### src/rtl/mgmt_page_bridge_pkg.sv
package mgmt_page_bridge_pkg;

   // decoded kind of one management access
   typedef enum logic [2:0] {
      OP_PAGE_WR,
      OP_PAGE_RD,
      OP_HI_WR,
      OP_HI_RD,
      OP_LO_WR,
      OP_LO_RD,
      OP_DROP,
      OP_FILL
   } op_e;

   typedef enum logic {
      ST_IDLE,
      ST_BUS
   } st_e;

endpackage

### src/rtl/mgmt_page_bridge_decode.sv
module mgmt_page_bridge_decode
   import mgmt_page_bridge_pkg::*;
#(
   parameter int PHY_W        = 5,
   parameter int REG_W        = 5,
   parameter int WIN_PHY_BITS = 3,
   parameter logic [PHY_W-1:0] PAGE_PHY = 5'h1F,
   parameter logic [REG_W-1:0] PAGE_REG = 5'h10,
   parameter logic [PHY_W-1:0] WIN_BASE = 5'h10,
   parameter int IDX_W        = WIN_PHY_BITS + REG_W - 1
) (
   input  logic             we,
   input  logic [PHY_W-1:0] phy,
   input  logic [REG_W-1:0] rg,
   output op_e              op,
   output logic [IDX_W-1:0] idx
);

   logic is_page;
   logic in_win;

   assign is_page = (phy == PAGE_PHY) && (rg == PAGE_REG);
   assign in_win  = (phy >> WIN_PHY_BITS) == (WIN_BASE >> WIN_PHY_BITS);

   always_comb begin
      if (is_page)
         op = we ? OP_PAGE_WR : OP_PAGE_RD;
      else if (in_win && rg[0])
         op = we ? OP_HI_WR : OP_HI_RD;
      else if (in_win)
         op = we ? OP_LO_WR : OP_LO_RD;
      else
         op = we ? OP_DROP : OP_FILL;
   end

   // word index inside a page: window PHY bits above the register pair number
   generate
      if (WIN_PHY_BITS > 0) begin : g_multi_phy
         assign idx = {phy[WIN_PHY_BITS-1:0], rg[REG_W-1:1]};
      end else begin : g_single_phy
         assign idx = rg[REG_W-1:1];
      end
   endgenerate

endmodule

### src/rtl/mgmt_page_bridge_regs.sv
module mgmt_page_bridge_regs #(
   parameter int DATA_W = 16,
   parameter int PAGE_W = 9
) (
   input  logic              clk,
   input  logic              rst_n,
   input  logic              page_load,
   input  logic              stage_load,
   input  logic              snap_load,
   input  logic [DATA_W-1:0] wdata,
   input  logic [DATA_W-1:0] snap_in,
   output logic [PAGE_W-1:0] page,
   output logic [DATA_W-1:0] stage_hi,
   output logic [DATA_W-1:0] snap_hi
);

   always_ff @(posedge clk) begin
      if (!rst_n) begin
         page     <= '0;
         stage_hi <= '0;
         snap_hi  <= '0;
      end else begin
         if (page_load)  page     <= wdata[PAGE_W-1:0];
         if (stage_load) stage_hi <= wdata;
         if (snap_load)  snap_hi  <= snap_in;
      end
   end

endmodule

### src/rtl/mgmt_page_bridge_seq.sv
module mgmt_page_bridge_seq
   import mgmt_page_bridge_pkg::*;
#(
   parameter int DATA_W = 16,
   parameter int PAGE_W = 9,
   parameter int IDX_W  = 7,
   parameter int BA_W   = PAGE_W + IDX_W + 2,
   parameter logic [DATA_W-1:0] FILL_VALUE = '1
) (
   input  logic                clk,
   input  logic                rst_n,
   input  logic                req,
   input  op_e                 op,
   input  logic [PAGE_W-1:0]   page,
   input  logic [IDX_W-1:0]    idx,
   input  logic [DATA_W-1:0]   wdata,
   input  logic [DATA_W-1:0]   stage_hi,
   input  logic [DATA_W-1:0]   snap_hi,
   output logic                page_load,
   output logic                stage_load,
   output logic                snap_load,
   output logic                ack,
   output logic [DATA_W-1:0]   rdata,
   output logic                bus_req,
   output logic                bus_we,
   output logic [BA_W-1:0]     bus_addr,
   output logic [2*DATA_W-1:0] bus_wdata,
   input  logic                bus_ack,
   input  logic [2*DATA_W-1:0] bus_rdata
);

   localparam int PAD_W = DATA_W - PAGE_W;

   st_e  state;
   logic take;

   assign take       = (state == ST_IDLE) && req;
   assign page_load  = take && (op == OP_PAGE_WR);
   assign stage_load = take && (op == OP_HI_WR);
   assign snap_load  = (state == ST_BUS) && bus_ack && !bus_we;

   always_ff @(posedge clk) begin
      if (!rst_n) begin
         state     <= ST_IDLE;
         ack       <= 1'b0;
         rdata     <= '0;
         bus_req   <= 1'b0;
         bus_we    <= 1'b0;
         bus_addr  <= '0;
         bus_wdata <= '0;
      end else begin
         ack <= 1'b0;
         case (state)
            ST_IDLE: begin
               if (req) begin
                  case (op)
                     OP_PAGE_RD: begin
                        ack   <= 1'b1;
                        rdata <= {{PAD_W{1'b0}}, page};
                     end
                     OP_HI_RD: begin
                        ack   <= 1'b1;
                        rdata <= snap_hi;
                     end
                     OP_FILL: begin
                        ack   <= 1'b1;
                        rdata <= FILL_VALUE;
                     end
                     OP_LO_WR, OP_LO_RD: begin
                        bus_req   <= 1'b1;
                        bus_we    <= (op == OP_LO_WR);
                        bus_addr  <= {page, idx, 2'b00};
                        bus_wdata <= (op == OP_LO_WR) ? {stage_hi, wdata} : '0;
                        state     <= ST_BUS;
                     end
                     default: begin
                        ack   <= 1'b1;
                        rdata <= '0;
                     end
                  endcase
               end
            end
            ST_BUS: begin
               if (bus_ack) begin
                  bus_req <= 1'b0;
                  ack     <= 1'b1;
                  rdata   <= bus_we ? '0 : bus_rdata[DATA_W-1:0];
                  state   <= ST_IDLE;
               end
            end
            default: state <= ST_IDLE;
         endcase
      end
   end

endmodule

### src/rtl/mgmt_page_bridge.sv
module mgmt_page_bridge
   import mgmt_page_bridge_pkg::*;
#(
   parameter int PHY_W        = 5,
   parameter int REG_W        = 5,
   parameter int DATA_W       = 16,
   parameter int PAGE_W       = 9,
   parameter int WIN_PHY_BITS = 3,
   parameter logic [PHY_W-1:0]  PAGE_PHY   = 5'h1F,
   parameter logic [REG_W-1:0]  PAGE_REG   = 5'h10,
   parameter logic [PHY_W-1:0]  WIN_BASE   = 5'h10,
   parameter logic [DATA_W-1:0] FILL_VALUE = '1,
   localparam int IDX_W = WIN_PHY_BITS + REG_W - 1,
   localparam int BA_W  = PAGE_W + IDX_W + 2,
   localparam int BUS_W = 2 * DATA_W
) (
   input  logic              clk,
   input  logic              rst_n,
   input  logic              mgmt_req,
   input  logic              mgmt_we,
   input  logic [PHY_W-1:0]  mgmt_phy,
   input  logic [REG_W-1:0]  mgmt_reg,
   input  logic [DATA_W-1:0] mgmt_wdata,
   output logic              mgmt_ack,
   output logic [DATA_W-1:0] mgmt_rdata,
   output logic              bus_req,
   output logic              bus_we,
   output logic [BA_W-1:0]   bus_addr,
   output logic [BUS_W-1:0]  bus_wdata,
   input  logic              bus_ack,
   input  logic [BUS_W-1:0]  bus_rdata
);

   // elaboration-time parameter checks
   generate
      if (PAGE_W < 1 || PAGE_W >= DATA_W) begin : g_bad_page
         $error("page width must be between 1 and DATA_W-1");
      end
      if (REG_W < 2) begin : g_bad_reg
         $error("register number needs at least two bits");
      end
      if (WIN_PHY_BITS >= PHY_W) begin : g_bad_win
         $error("window must leave PHY address bits for decoding");
      end
      if ((WIN_BASE % (1 << WIN_PHY_BITS)) != 0) begin : g_bad_base
         $error("window base must be aligned to the window size");
      end
      if ((PAGE_PHY >> WIN_PHY_BITS) == (WIN_BASE >> WIN_PHY_BITS)) begin : g_bad_overlap
         $error("page register location falls inside the window");
      end
   endgenerate

   op_e               op;
   logic [IDX_W-1:0]  idx;
   logic [PAGE_W-1:0] page;
   logic [DATA_W-1:0] stage_hi;
   logic [DATA_W-1:0] snap_hi;
   logic              page_load;
   logic              stage_load;
   logic              snap_load;

   mgmt_page_bridge_decode #(
      .PHY_W        (PHY_W),
      .REG_W        (REG_W),
      .WIN_PHY_BITS (WIN_PHY_BITS),
      .PAGE_PHY     (PAGE_PHY),
      .PAGE_REG     (PAGE_REG),
      .WIN_BASE     (WIN_BASE),
      .IDX_W        (IDX_W)
   ) u_decode (
      .we  (mgmt_we),
      .phy (mgmt_phy),
      .rg  (mgmt_reg),
      .op  (op),
      .idx (idx)
   );

   mgmt_page_bridge_regs #(
      .DATA_W (DATA_W),
      .PAGE_W (PAGE_W)
   ) u_regs (
      .clk        (clk),
      .rst_n      (rst_n),
      .page_load  (page_load),
      .stage_load (stage_load),
      .snap_load  (snap_load),
      .wdata      (mgmt_wdata),
      .snap_in    (bus_rdata[BUS_W-1:DATA_W]),
      .page       (page),
      .stage_hi   (stage_hi),
      .snap_hi    (snap_hi)
   );

   mgmt_page_bridge_seq #(
      .DATA_W     (DATA_W),
      .PAGE_W     (PAGE_W),
      .IDX_W      (IDX_W),
      .BA_W       (BA_W),
      .FILL_VALUE (FILL_VALUE)
   ) u_seq (
      .clk        (clk),
      .rst_n      (rst_n),
      .req        (mgmt_req),
      .op         (op),
      .page       (page),
      .idx        (idx),
      .wdata      (mgmt_wdata),
      .stage_hi   (stage_hi),
      .snap_hi    (snap_hi),
      .page_load  (page_load),
      .stage_load (stage_load),
      .snap_load  (snap_load),
      .ack        (mgmt_ack),
      .rdata      (mgmt_rdata),
      .bus_req    (bus_req),
      .bus_we     (bus_we),
      .bus_addr   (bus_addr),
      .bus_wdata  (bus_wdata),
      .bus_ack    (bus_ack),
      .bus_rdata  (bus_rdata)
   );

endmodule

### config.mk
export PLATFORM = sky130hd
export DESIGN_NAME = mgmt_page_bridge
export DESIGN_NICKNAME = d
export VERILOG_FILES = /design/src/rtl/mgmt_page_bridge_pkg.sv /design/src/rtl/mgmt_page_bridge_decode.sv /design/src/rtl/mgmt_page_bridge_regs.sv /design/src/rtl/mgmt_page_bridge_seq.sv /design/src/rtl/mgmt_page_bridge.sv
export SDC_FILE = /design/constraint.sdc
export NUM_CORES = 1
export LEC_CHECK = 0
export CORE_MARGIN = 5
export CORE_UTILIZATION = 35
export DETAILED_ROUTE_END_ITERATION = 6
export GPL_TIMING_DRIVEN = 0
export MAX_ROUTING_LAYER = met4
export SLEW_MARGIN = 5
export SYNTH_ARGS = -nofsm -noshare
export SYNTH_HDL_FRONTEND = slang
export SYNTH_SLANG_ARGS = --single-unit
### constraint.sdc
create_clock -name clk -period 4.3 [get_ports clk]
set_input_delay 1.075 -clock clk [delete_from_list [all_inputs] [get_ports clk]]
set_output_delay 1.075 -clock clk [all_outputs]
set_load 0.05 [all_outputs]
Word level (Yosys, flattened, before mapping)
Cells that the tools add are included.
{ "word_totals": {"ff_bits": 109, "input_bits": 63, "out_inout_bits": 69, "wordCells": 62} }
{ "op_classes": {"n_eq_ne": 13, "muxes": 25, "n_bitwise": 1, "n_reduce_logical": 13} }
{ "op_table": {"columns": ["operator", "count"], "rows": [
  ["one-hot mux 16 bit (4 select lines)", 1],
  ["2-to-1 mux 16 bit", 3],
  ["2-to-1 mux 32 bit", 1],
  ["one-hot mux 16 bit (2 select lines)", 1],
  ["2-to-1 mux 1 bit", 13],
  ["equality test 5 bit, second input constant", 2],
  ["equality test 3 bit, second input constant", 3],
  ["2-to-1 mux 3 bit", 3],
  ["AND reduction 3 bit", 3],
  ["!= test 2 bit, second input constant", 4],
  ["logical AND 1 bit", 7],
  ["equality test 3 x 2 -> 1 bit, second input constant", 2],
  ["one-hot mux 1 bit (2 select lines)", 3],
  ["equality test 3 x 1 -> 1 bit, second input constant", 1],
  ["logical NOT 3 bit", 1],
  ["equality test 2 bit, second input constant", 1],
  ["OR reduction 2 bit", 1],
  ["logical NOT 1 bit", 1],
  ["NOT 1 bit", 1]
]} }

Depth between registers and ports, before layout
Gate-level depths: netlist (run 1).
{ "depth": {"depth_word": 9, "ltp_mapped": 7, "depth_no_buf": 4} }

Hierarchy
From an unflattened synthesis (run 1), not the netlist that was laid out.
{ "hier_totals": {"hier_cells": 503, "hier_area_um2": 4742.0} }
{ "modules_own_cells": {"columns": ["mod", "instances", "cells_each", "area_each_um2", "seq_area_each_um2"], "rows": [
  ["mgmt_page_bridge_seq", 1, 356, 3059.2, 1361.3],
  ["mgmt_page_bridge_regs", 1, 132, 1572.8, 820.8],
  ["mgmt_page_bridge_decode", 1, 15, 110.1, 0.0]
]} }

Worst setup path after synthesis (run 1)
Ideal clock, no wire load.
{ "synth_timing": {"path_kind": "in2reg", "from": "input port mgmt_reg[1]", "to": "register u_seq.rdata[0]", "setup_ns": 0.117, "arrival_ns": 2.224, "required_time_ns": 4.183, "setup_slack_ns": 1.959, "stages": 5, "n_path_buf": 1, "cell_sequence": "or4b_4 -> buf_4 -> nor4_1 -> o2111ai_1 -> o2111a_1"} }
{ "synth_via": {"elab_chain_cells": 8, "elab_cells_between_ends": 14, "classes_between": "eq/ne (7); mux (4); reduce/logical (3)"} }
{ "synth_lines": {"columns": ["item", "line_no", "source"], "rows": [
  ["from (decl)", "mgmt_page_bridge.sv:22", "input logic [REG_W-1:0] mgmt_reg,"],
  ["equality test 5 bit (*)", "mgmt_page_bridge_decode.sv:22", "assign is_page = (phy == PAGE_PHY) && (rg == PAGE_REG);"],
  ["logical AND 1 bit (*)", "mgmt_page_bridge_decode.sv:22", null],
  ["2-to-1 mux 3 bit (*)", "mgmt_page_bridge_decode.sv:26", "if (is_page)"],
  ["equality test 3 bit", "mgmt_page_bridge_seq.sv:56", "case (op)"],
  ["OR reduction 2 bit", "mgmt_page_bridge_seq.sv:56", null],
  ["one-hot mux 16 bit (4 select lines)", "mgmt_page_bridge_seq.sv:56", null],
  ["2-to-1 mux 16 bit", "mgmt_page_bridge_seq.sv:55", "if (req) begin"],
  ["one-hot mux 16 bit (2 select lines)", "mgmt_page_bridge_seq.sv:53", "case (state)"],
  ["to (signal assigned)", "mgmt_page_bridge_seq.sv:59", "rdata <= {{PAD_W{1'b0}}, page};"],
  ["to (signal assigned)", "mgmt_page_bridge_seq.sv:63", "rdata <= snap_hi;"],
  ["to (signal assigned)", "mgmt_page_bridge_seq.sv:87", "rdata <= bus_we ? '0 : bus_rdata[DATA_W-1:0];"],
  ["to (decl)", "mgmt_page_bridge_seq.sv:23", "output logic [DATA_W-1:0] rdata,"]
]} }
Mark *: on every way between the ends. The rest lies on a longest branch, timed or not. The select of a mux whose other input is x is not followed.
A chain may end at the register's enable or synchronous reset.

Worst setup path in the final report (run 1)
{ "layout_timing": {"from": "input port mgmt_phy[3]", "to": "register u_regs.stage_hi[13]"} }
{ "layout_via": {"elab_chain_cells": 6, "elab_cells_between_ends": 9, "classes_between": "eq/ne (3); mux (3); reduce/logical (3)"} }
{ "layout_lines": {"columns": ["item", "line_no", "source"], "rows": [
  ["from (decl)", "mgmt_page_bridge.sv:21", "input logic [PHY_W-1:0] mgmt_phy,"],
  ["equality test 2 bit", "mgmt_page_bridge_decode.sv:23", "assign in_win = (phy >> WIN_PHY_BITS) == (WIN_BASE >> WIN_PHY_BITS);"],
  ["2-to-1 mux 3 bit / logical AND 1 bit (equally long branches)", "mgmt_page_bridge_decode.sv:30, mgmt_page_bridge_decode.sv:28", null],
  ["2-to-1 mux 3 bit", "mgmt_page_bridge_decode.sv:28", "else if (in_win && rg[0])"],
  ["2-to-1 mux 3 bit (*)", "mgmt_page_bridge_decode.sv:26", null],
  ["equality test 3 x 2 -> 1 bit (*)", "mgmt_page_bridge_seq.sv:39", "assign stage_load = take && (op == OP_HI_WR);"],
  ["logical AND 1 bit (*)", "mgmt_page_bridge_seq.sv:39", null],
  ["to (signal assigned)", "mgmt_page_bridge_regs.sv:24", "if (stage_load) stage_hi <= wdata;"],
  ["to (decl)", "mgmt_page_bridge_regs.sv:13", "output logic [DATA_W-1:0] stage_hi,"]
]} }
Mark *: on every way between the ends. The rest lies on a longest branch, timed or not.

==> impl_metrics.json, run 1 <==
{
  "drive_above_1_share_pct": 6.269,
  "timing.critical_path.required_ns": 4.57,
  "std_cell_rows": 41,
  "final_report_max_slew_violation_count": 0,
  "ant_nets": 0,
  "outcome": "completed",
  "final_common_cell": "sky130_fd_sc_hd__nand2_1",
  "worst_slew_pin_slew_ns": 0.5846,
  "wirelength_mm": 13.47,
  "synth_cells": 510,
  "timing.final.hold_violations": 0,
  "cell_with_the_largest_stage_delay_on_the_worst_path": "sky130_fd_sc_hd__clkdlybuf4s50_1",
  "cp_data_arrival_time_ns": 3.05,
  "report.final.setup_viol": 0,
  "gp_congestion": 0.8165,
  "gr-total-overflow": 0,
  "pin_count_of_the_biggest_net_entering_global_routing": 18,
  "synth.lib_cells_used.distinct": 39,
  "critical_path.reg2reg.startpoint": "u_seq.state",
  "yosys_warnings": 0,
  "worst_ir_drop_vdd_mv": 0.1968,
  "p_leak_nw": 2.094,
  "finalSetupTns_ns": 0,
  "clk_pin_slew_ns": 0.07,
  "most-common-layout-cells": "sky130_fd_sc_hd__nand2_1 (134), sky130_fd_sc_hd__clkdlybuf4s50_1 (128), sky130_fd_sc_hd__dfxtp_1 (109), sky130_fd_sc_hd__a21boi_0 (38), sky130_fd_sc_hd__nor2b_1 (34)",
  "crit_share_post_route_pct": 64.57,
  "hold_path_startpoint": "u_seq.bus_addr[14]",
  "port_buffers": 128,
  "synth_simple_gate_area_share_pct": 24.28,
  "design.die.area_mm2": 0.01507,
  "synth_seq_area_share_pct": 49.02,
  "num-nets-final": 713,
  "dieHeight_um": 122.8,
  "post_cts_resize_count": 0,
  "vias_in_the_first_global_route": 4050,
  "cts.sink_count": 109,
  "routed_wl_per_cell_um": 16.30,
  "setup_fix_buffers_added_after_clock_tree_synthesis": 0,
  "power_switching_mw": 0.5432,
  "drv.max_cap_violation_count": 0,
  "via_total_after_detailed_routing": 4110,
  "tritoncts": "done",
  "post-route-drc-count": 0,
  "drt-pass1-iter-count": 4,
  "grt_pass1_wl_mm": 21.02,
  "reg2reg_to": "u_seq.rdata[12]",
  "yosys_register_bits": 109,
  "tritoncts.num_buffers": 9,
  "rrSetupSlack_ns": 2.50,
  "yosys.area_share.adder_pct": 0,
  "critPathLaunch": "mgmt_phy[3]",
  "clock_tree.htree_level_count": 3,
  "worstHoldEndpoint": "u_seq.bus_addr[14]",
  "antenna_found_initial": 0,
  "synth_compound_area_share_pct": 21.73,
  "max_slew_margin_pct": 61.03,
  "p_int_mw": 1.616,
  "root_buffer": "sky130_fd_sc_hd__clkbuf_16",
  "worst_setup_path_end_kind": "flop",
  "num_io_pins": 132,
  "path_cells": "clkdlybuf4s50_1 -> nand3b_1 -> nor2_1 -> buf_2 -> nand2_1 -> a21boi_0",
  "post-route-worst-setup-slack_ns": 1.523,
  "start_util_pct": 35.42,
  "share_comb_of_total_power_pct": 12.8,
  "skew_ns": 0.008339,
  "relative_contribution_of_the_clock_network_to_total_power_pct": 39.1,
  "die_x_um": 122.8,
  "critical_path.startpoint_type": "input port",
  "antennaDiodeCount": 0,
  "yosys-mux-area-fraction_pct": 0,
  "synth_top_family_by_area": "simple AND/OR/NAND/NOR gates",
  "grt_use_total_pct": 18.44,
  "hpwl_mm": 10.39,
  "cts_buffer_depth": 2,
  "ys_async_sr_fraction_pct": 0,
  "ctsHoldBuffers": 0,
  "core_mm2": 0.01257,
  "seqPwrFrac_pct": 48.2,
  "worstSetupPathType": "in -> reg",
  "period_needed_ns": 2.777,
  "reg2regPathDepth": 5,
  "hp-class": "reg -> reg",
  "fmax_ghz": 0.3601,
  "drtIter0Drc": 231,
  "switching_share_pct": 25.15,
  "critPathMaxFanout": 10,
  "area.growth.synth_to_final_pct": 40.42,
  "vias_per_cell": 4.976,
  "synthXorXnorAreaFrac_pct": 0,
  "clock_latency_of_the_later_clocked_register_in_the_worst_skew_pair_ns": 0.34,
  "grt_setup_unrepaired": "no",
  "syn_area_per_cell_um2": 8.729,
  "cell_area_synth_mm2": 0.004452,
  "cp_slowest_stage_delay_ns": 0.50,
  "hold_crit_depth": 2,
  "edff_count_synth": 0,
  "place_worst_setup_slack_ns": 1.145,
  "dominantRegCellSynth": "sky130_fd_sc_hd__dfxtp_1",
  "cellPowerDensity_mw_per_mm2": 345.5
}
how the worst max path moves through the flow:
stage,endpoint,slack (ns),cells past startpoint
floorplan,u_seq.rdata[0],1.96,5
global placement,u_regs.stage_hi[12],1.17,6
detailed placement,u_regs.stage_hi[13],1.15,6
CTS,u_regs.stage_hi[13],1.50,6
global route,u_regs.stage_hi[13],1.33,6
finish,u_regs.stage_hi[13],1.52,6
registers in the layout, summed over array words and instances (netlist names), 9 cells and up:
signal	cells
u_seq.bus_wdata	32
u_seq.rdata	16
u_regs.page	9
u_regs.snap_hi	16
u_regs.stage_hi	16
u_seq.bus_addr	16
power groups by stage:
| stage | clock (mW) | sequential (mW) | combinational [mW] |
|---|---|---|---|
| floorplan | 0 | 1.12 | 0.0917 |
| global placement | 0 | 1.06 | 0.274 |
| detailed placement | 0 | 1.06 | 0.276 |
| CTS | 0.856 | 1.04 | 0.277 |
| global route | 0.899 | 1.04 | 0.293 |
| finish | 0.844 | 1.04 | 0.276 |
critical path, delay by kind of cell:
| family | cells | cell delay (ns) |
|---|---|---|
| AND/OR/NAND/NOR | 3 | 0.98 |
| buffers and inverters | 2 | 0.82 |
| AO/OA/AOI/OAI | 1 | 0.16 |
synth_stat cells, drive strengths merged, types with 2 or more instances:
cell | instances | area, um2
nand3 | 18 | 95.09
a21boi | 50 | 375.4
nand3b | 2 | 15.01
nand2b | 3 | 18.77
dfxtp | 109 | 2182
nand2 | 134 | 503.0
o21ai | 17 | 88.83
and2 | 2 | 12.51
o2111ai | 9 | 78.83
clkbuf | 27 | 103.9
nor4 | 10 | 77.57
o2111a | 9 | 101.4
a22oi | 32 | 240.2
nor2 | 17 | 68.81
nor2b | 34 | 212.7
buf | 18 | 110.1
o311a | 7 | 70.07
through the flow:
| stage | instance area, um2 | cells | total power, mW | hold slack [ns] | utilization, % |
|---|---|---|---|---|---|
| global route | 6251 | 826 | 2.234 | 0.4845 | 49.74 |
| global placement | 5952 | 811 | 1.337 | 0.4464 | 47.36 |
| detailed placement | 5952 | 811 | 1.340 | 0.4485 | 47.36 |
| finish | 6251 | 826 | 2.160 | 0.4537 | 49.74 |
| floorplan | 4456 | 511 | 1.211 | 0.4354 | - |
| CTS | 6251 | 826 | 2.174 | 0.4577 | 49.74 |
final cells by class:
class / instances / area (um2)
clock inverter: 5 / 60.06
tap: 172 / 215.2
timing repair buffer: 128 / 1281
multi-input combinational: 356 / 2056
clock buffer: 10 / 239.0
inverter: 1 / 3.754
sequential: 109 / 2182
buffer: 45 / 214.0
fill: 1238 / 6317
logic make-up (layout without fill, tap and decap cells):
family / after synthesis / count (layout)
other: 1 / 2
flip-flops: 109 / 109
buffers and inverters: 46 / 189
AND/OR/NAND/NOR: 228 / 228
AO/OA/AOI/OAI: 126 / 126
per-layer routing:
layer | track usage [%] | up-vias | routed length [um]
met1 | 23.49 | 1939 | 6100
li1 | - | 2046 | -
met2 | 29.62 | 112 | 6406
met4 | 4.269 | 0 | 147
met3 | 4.562 | 13 | 811
met5 | - | - | 0
No activity file was read; power rests on OpenSTA's default activity.
==> inputs of run 2 (changes only) <==
clock period = 2.3 ns   (was 4.3 ns; I/O delays follow)
==> impl_metrics.json, run 2 (synthesis gave the netlist of run 1 again) <==
{
  "num-nets-final": 714,
  "critical_path.startpoint_type": "input port",
  "final_common_cell": "sky130_fd_sc_hd__nand2_1",
  "final-instance-count-excl-fill": 827,
  "num_io_pins": 132,
  "crit_share_post_route_pct": 98.01,
  "grt_pass1_wl_mm": 21.02,
  "final_report_max_slew_violation_count": 0,
  "worstHoldEndpoint": "u_seq.bus_addr[14]",
  "worst_setup_path_end_kind": "flop",
  "worst_slew_pin_slew_ns": 0.5572,
  "tritoncts": "done",
  "port_buffers": 128,
  "area.growth.synth_to_final_pct": 40.78,
  "grt_use_total_pct": 18.44,
  "report.power.total_mw": 4.038,
  "most-common-layout-cells": "sky130_fd_sc_hd__nand2_1 (134), sky130_fd_sc_hd__clkdlybuf4s50_1 (128), sky130_fd_sc_hd__dfxtp_1 (109), sky130_fd_sc_hd__a21boi_0 (38), sky130_fd_sc_hd__nor2b_1 (34)",
  "cp_slowest_stage_delay_ns": 0.58,
  "hpwl_mm": 10.39,
  "root_buffer": "sky130_fd_sc_hd__clkbuf_16",
  "critPathMaxFanout": 10,
  "std_cell_rows": 41,
  "hold_path_startpoint": "u_seq.bus_addr[14]",
  "largest_delay_contributor_family_on_the_critical_path": "simple AND/OR/NAND/NOR gates",
  "pin_count_of_the_biggest_net_entering_global_routing": 18,
  "dieHeight_um": 122.8,
  "vias_per_cell": 4.959,
  "timing.final.hold_violations": 0,
  "p_leak_nw": 2.103,
  "outcome": "completed",
  "design.die.area_mm2": 0.01507,
  "postLayoutCoreUtil_pct": 49.87,
  "wirelength_mm": 13.53,
  "p_int_mw": 3.023,
  "skew_ns": 0.006202,
  "rrSetupSlack_ns": 0.52,
  "seqPwrFrac_pct": 48.2,
  "hold_crit_depth": 2,
  "share_comb_of_total_power_pct": 12.8,
  "routed_wl_per_cell_um": 16.36,
  "grt_setup_unrepaired": "no",
  "drt-pass1-iter-count": 5,
  "antennaDiodeCount": 0,
  "grt_use_met1_pct": 23.49,
  "worstSetupPathType": "in -> reg",
  "period_needed_ns": 2.254,
  "clock_tree.htree_level_count": 3,
  "start_util_pct": 35.42,
  "drive_above_1_share_pct": 6.870,
  "path_buf_inv": 2,
  "global_route.peak_usage_layer": "met2",
  "ctsHoldBuffers": 0,
  "antenna_found_initial": 0,
  "die_x_um": 122.8,
  "hp-class": "reg -> reg",
  "largest_register": "u_seq.bus_wdata",
  "fillers": 1232,
  "switching_share_pct": 25.12,
  "cts_buffer_depth": 2,
  "cellPowerDensity_mw_per_mm2": 644.2,
  "timing.critical_path.required_ns": 2.54,
  "critical_path.reg2reg.startpoint": "u_seq.state",
  "clock_latency_of_the_later_clocked_register_in_the_worst_skew_pair_ns": 0.34,
  "cp_data_arrival_time_ns": 2.49,
  "ant_nets": 0,
  "largest_reg_flops": 32,
  "drtIter0Drc": 229,
  "gp_congestion": 0.8165,
  "cts.sink_count": 109,
  "vias_in_the_first_global_route": 4050,
  "reg2reg_to": "u_seq.rdata[12]",
  "met2_usage_pct": 29.62,
  "dp.cells": 811,
  "globalRouteMet3Util_pct": 4.562,
  "core_mm2": 0.01257,
  "relative_contribution_of_the_clock_network_to_total_power_pct": 39.0,
  "power_switching_mw": 1.014,
  "path_cells": "clkdlybuf4s50_1 -> or4b_4 -> buf_4 -> nor4_1 -> o2111ai_1 -> o2111a_1",
  "clk_pin_slew_ns": 0.07,
  "worst_ir_drop_vdd_mv": 0.3662,
  "via_total_after_detailed_routing": 4101,
  "gr-total-overflow": 0,
  "tritoncts.num_buffers": 9,
  "cell_with_the_largest_stage_delay_on_the_worst_path": "sky130_fd_sc_hd__or4b_4",
  "post-route-drc-count": 0,
  "reg2regPathDepth": 5,
  "max_slew_margin_pct": 62.74,
  "fmax_ghz": 0.4436,
  "report.final.setup_viol": 0,
  "drv.max_cap_violation_count": 0
}
run 2: cell types whose count changed in the layout (fill, tap and decap cells not counted), sizes merged:
cell  before  now
buf       18   19
run 2: stage by stage:
stage | instance area [um2] | hold slack (ns) | setup WS [ns] | setup TNS [ns]
2_1_floorplan | 4456 | 0.4354 | 0.4587 | 0
3_3_place_gp | 5952 | 0.4464 | -0.3350 | -13.26
3_5_place_dp | 5952 | 0.4485 | -0.3548 | -13.06
4_1_cts | 6251 | 0.4577 | 0.0006086 | 0
5_1_grt | 6267 | 0.4845 | 0.01197 | 0
6_report | 6267 | 0.4533 | 0.04584 | 0
run 2: metal layers:
layer,wire length [um],vias to the layer above
met5,0,-
met4,147,0
met3,887,13
met2,6385,111
met1,6111,1934
li1,-,2043
run 2: power by group through the flow:
stage          sequential, mW  combinational [mW]  clock, mW
2_1_floorplan            2.09               0.171          0
3_3_place_gp             1.99               0.512          0
3_5_place_dp             1.99               0.517          0
4_1_cts                  1.95               0.518       1.60
5_1_grt                  1.95               0.549       1.68
6_report                 1.94               0.518       1.57
run 2: worst max path at each step:
stage	startpoint	to	slack, ns	cells past startpoint
after floorplan	mgmt_reg[1]	u_seq.rdata[0]	0.46	5
after global placement	mgmt_phy[3]	u_regs.stage_hi[12]	-0.33	6
after detailed placement	mgmt_phy[3]	u_regs.stage_hi[13]	-0.35	6
after CTS	mgmt_phy[3]	u_regs.stage_hi[13]	0.0006	6
after global routing	mgmt_phy[4]	u_seq.rdata[11]	0.01	6
final	mgmt_reg[1]	u_seq.rdata[3]	0.05	6
run 2: area by class of cell:
type	count	area (um2)	share of cell area (%)
Sequential cell	109	2182	34.82
Multi-Input combinational cell	356	2063	32.92
Timing Repair Buffer	129	1289	20.56
Clock buffer	10	239.0	3.813
Buffer	45	215.2	3.434
Tap cell	172	215.2	3.434
Clock inverter	5	60.06	0.9583
Inverter	1	3.754	0.05989
run 2: timing repair:
item,CTS,global route
setup endpoints to repair,0,18
setup buffers,0,1
hold endpoints to repair,0,0
gates resized for setup,0,4
run 2: worst reg2reg max path: stages (launching register included):
cell and delay (ns):
sky130_fd_sc_hd__dfxtp_1 0.34, sky130_fd_sc_hd__nand2b_1 0.18, sky130_fd_sc_hd__o21ai_1 0.34, sky130_fd_sc_hd__clkbuf_1 0.47
sky130_fd_sc_hd__o311a_1 0.28, sky130_fd_sc_hd__nor2_1 0.05
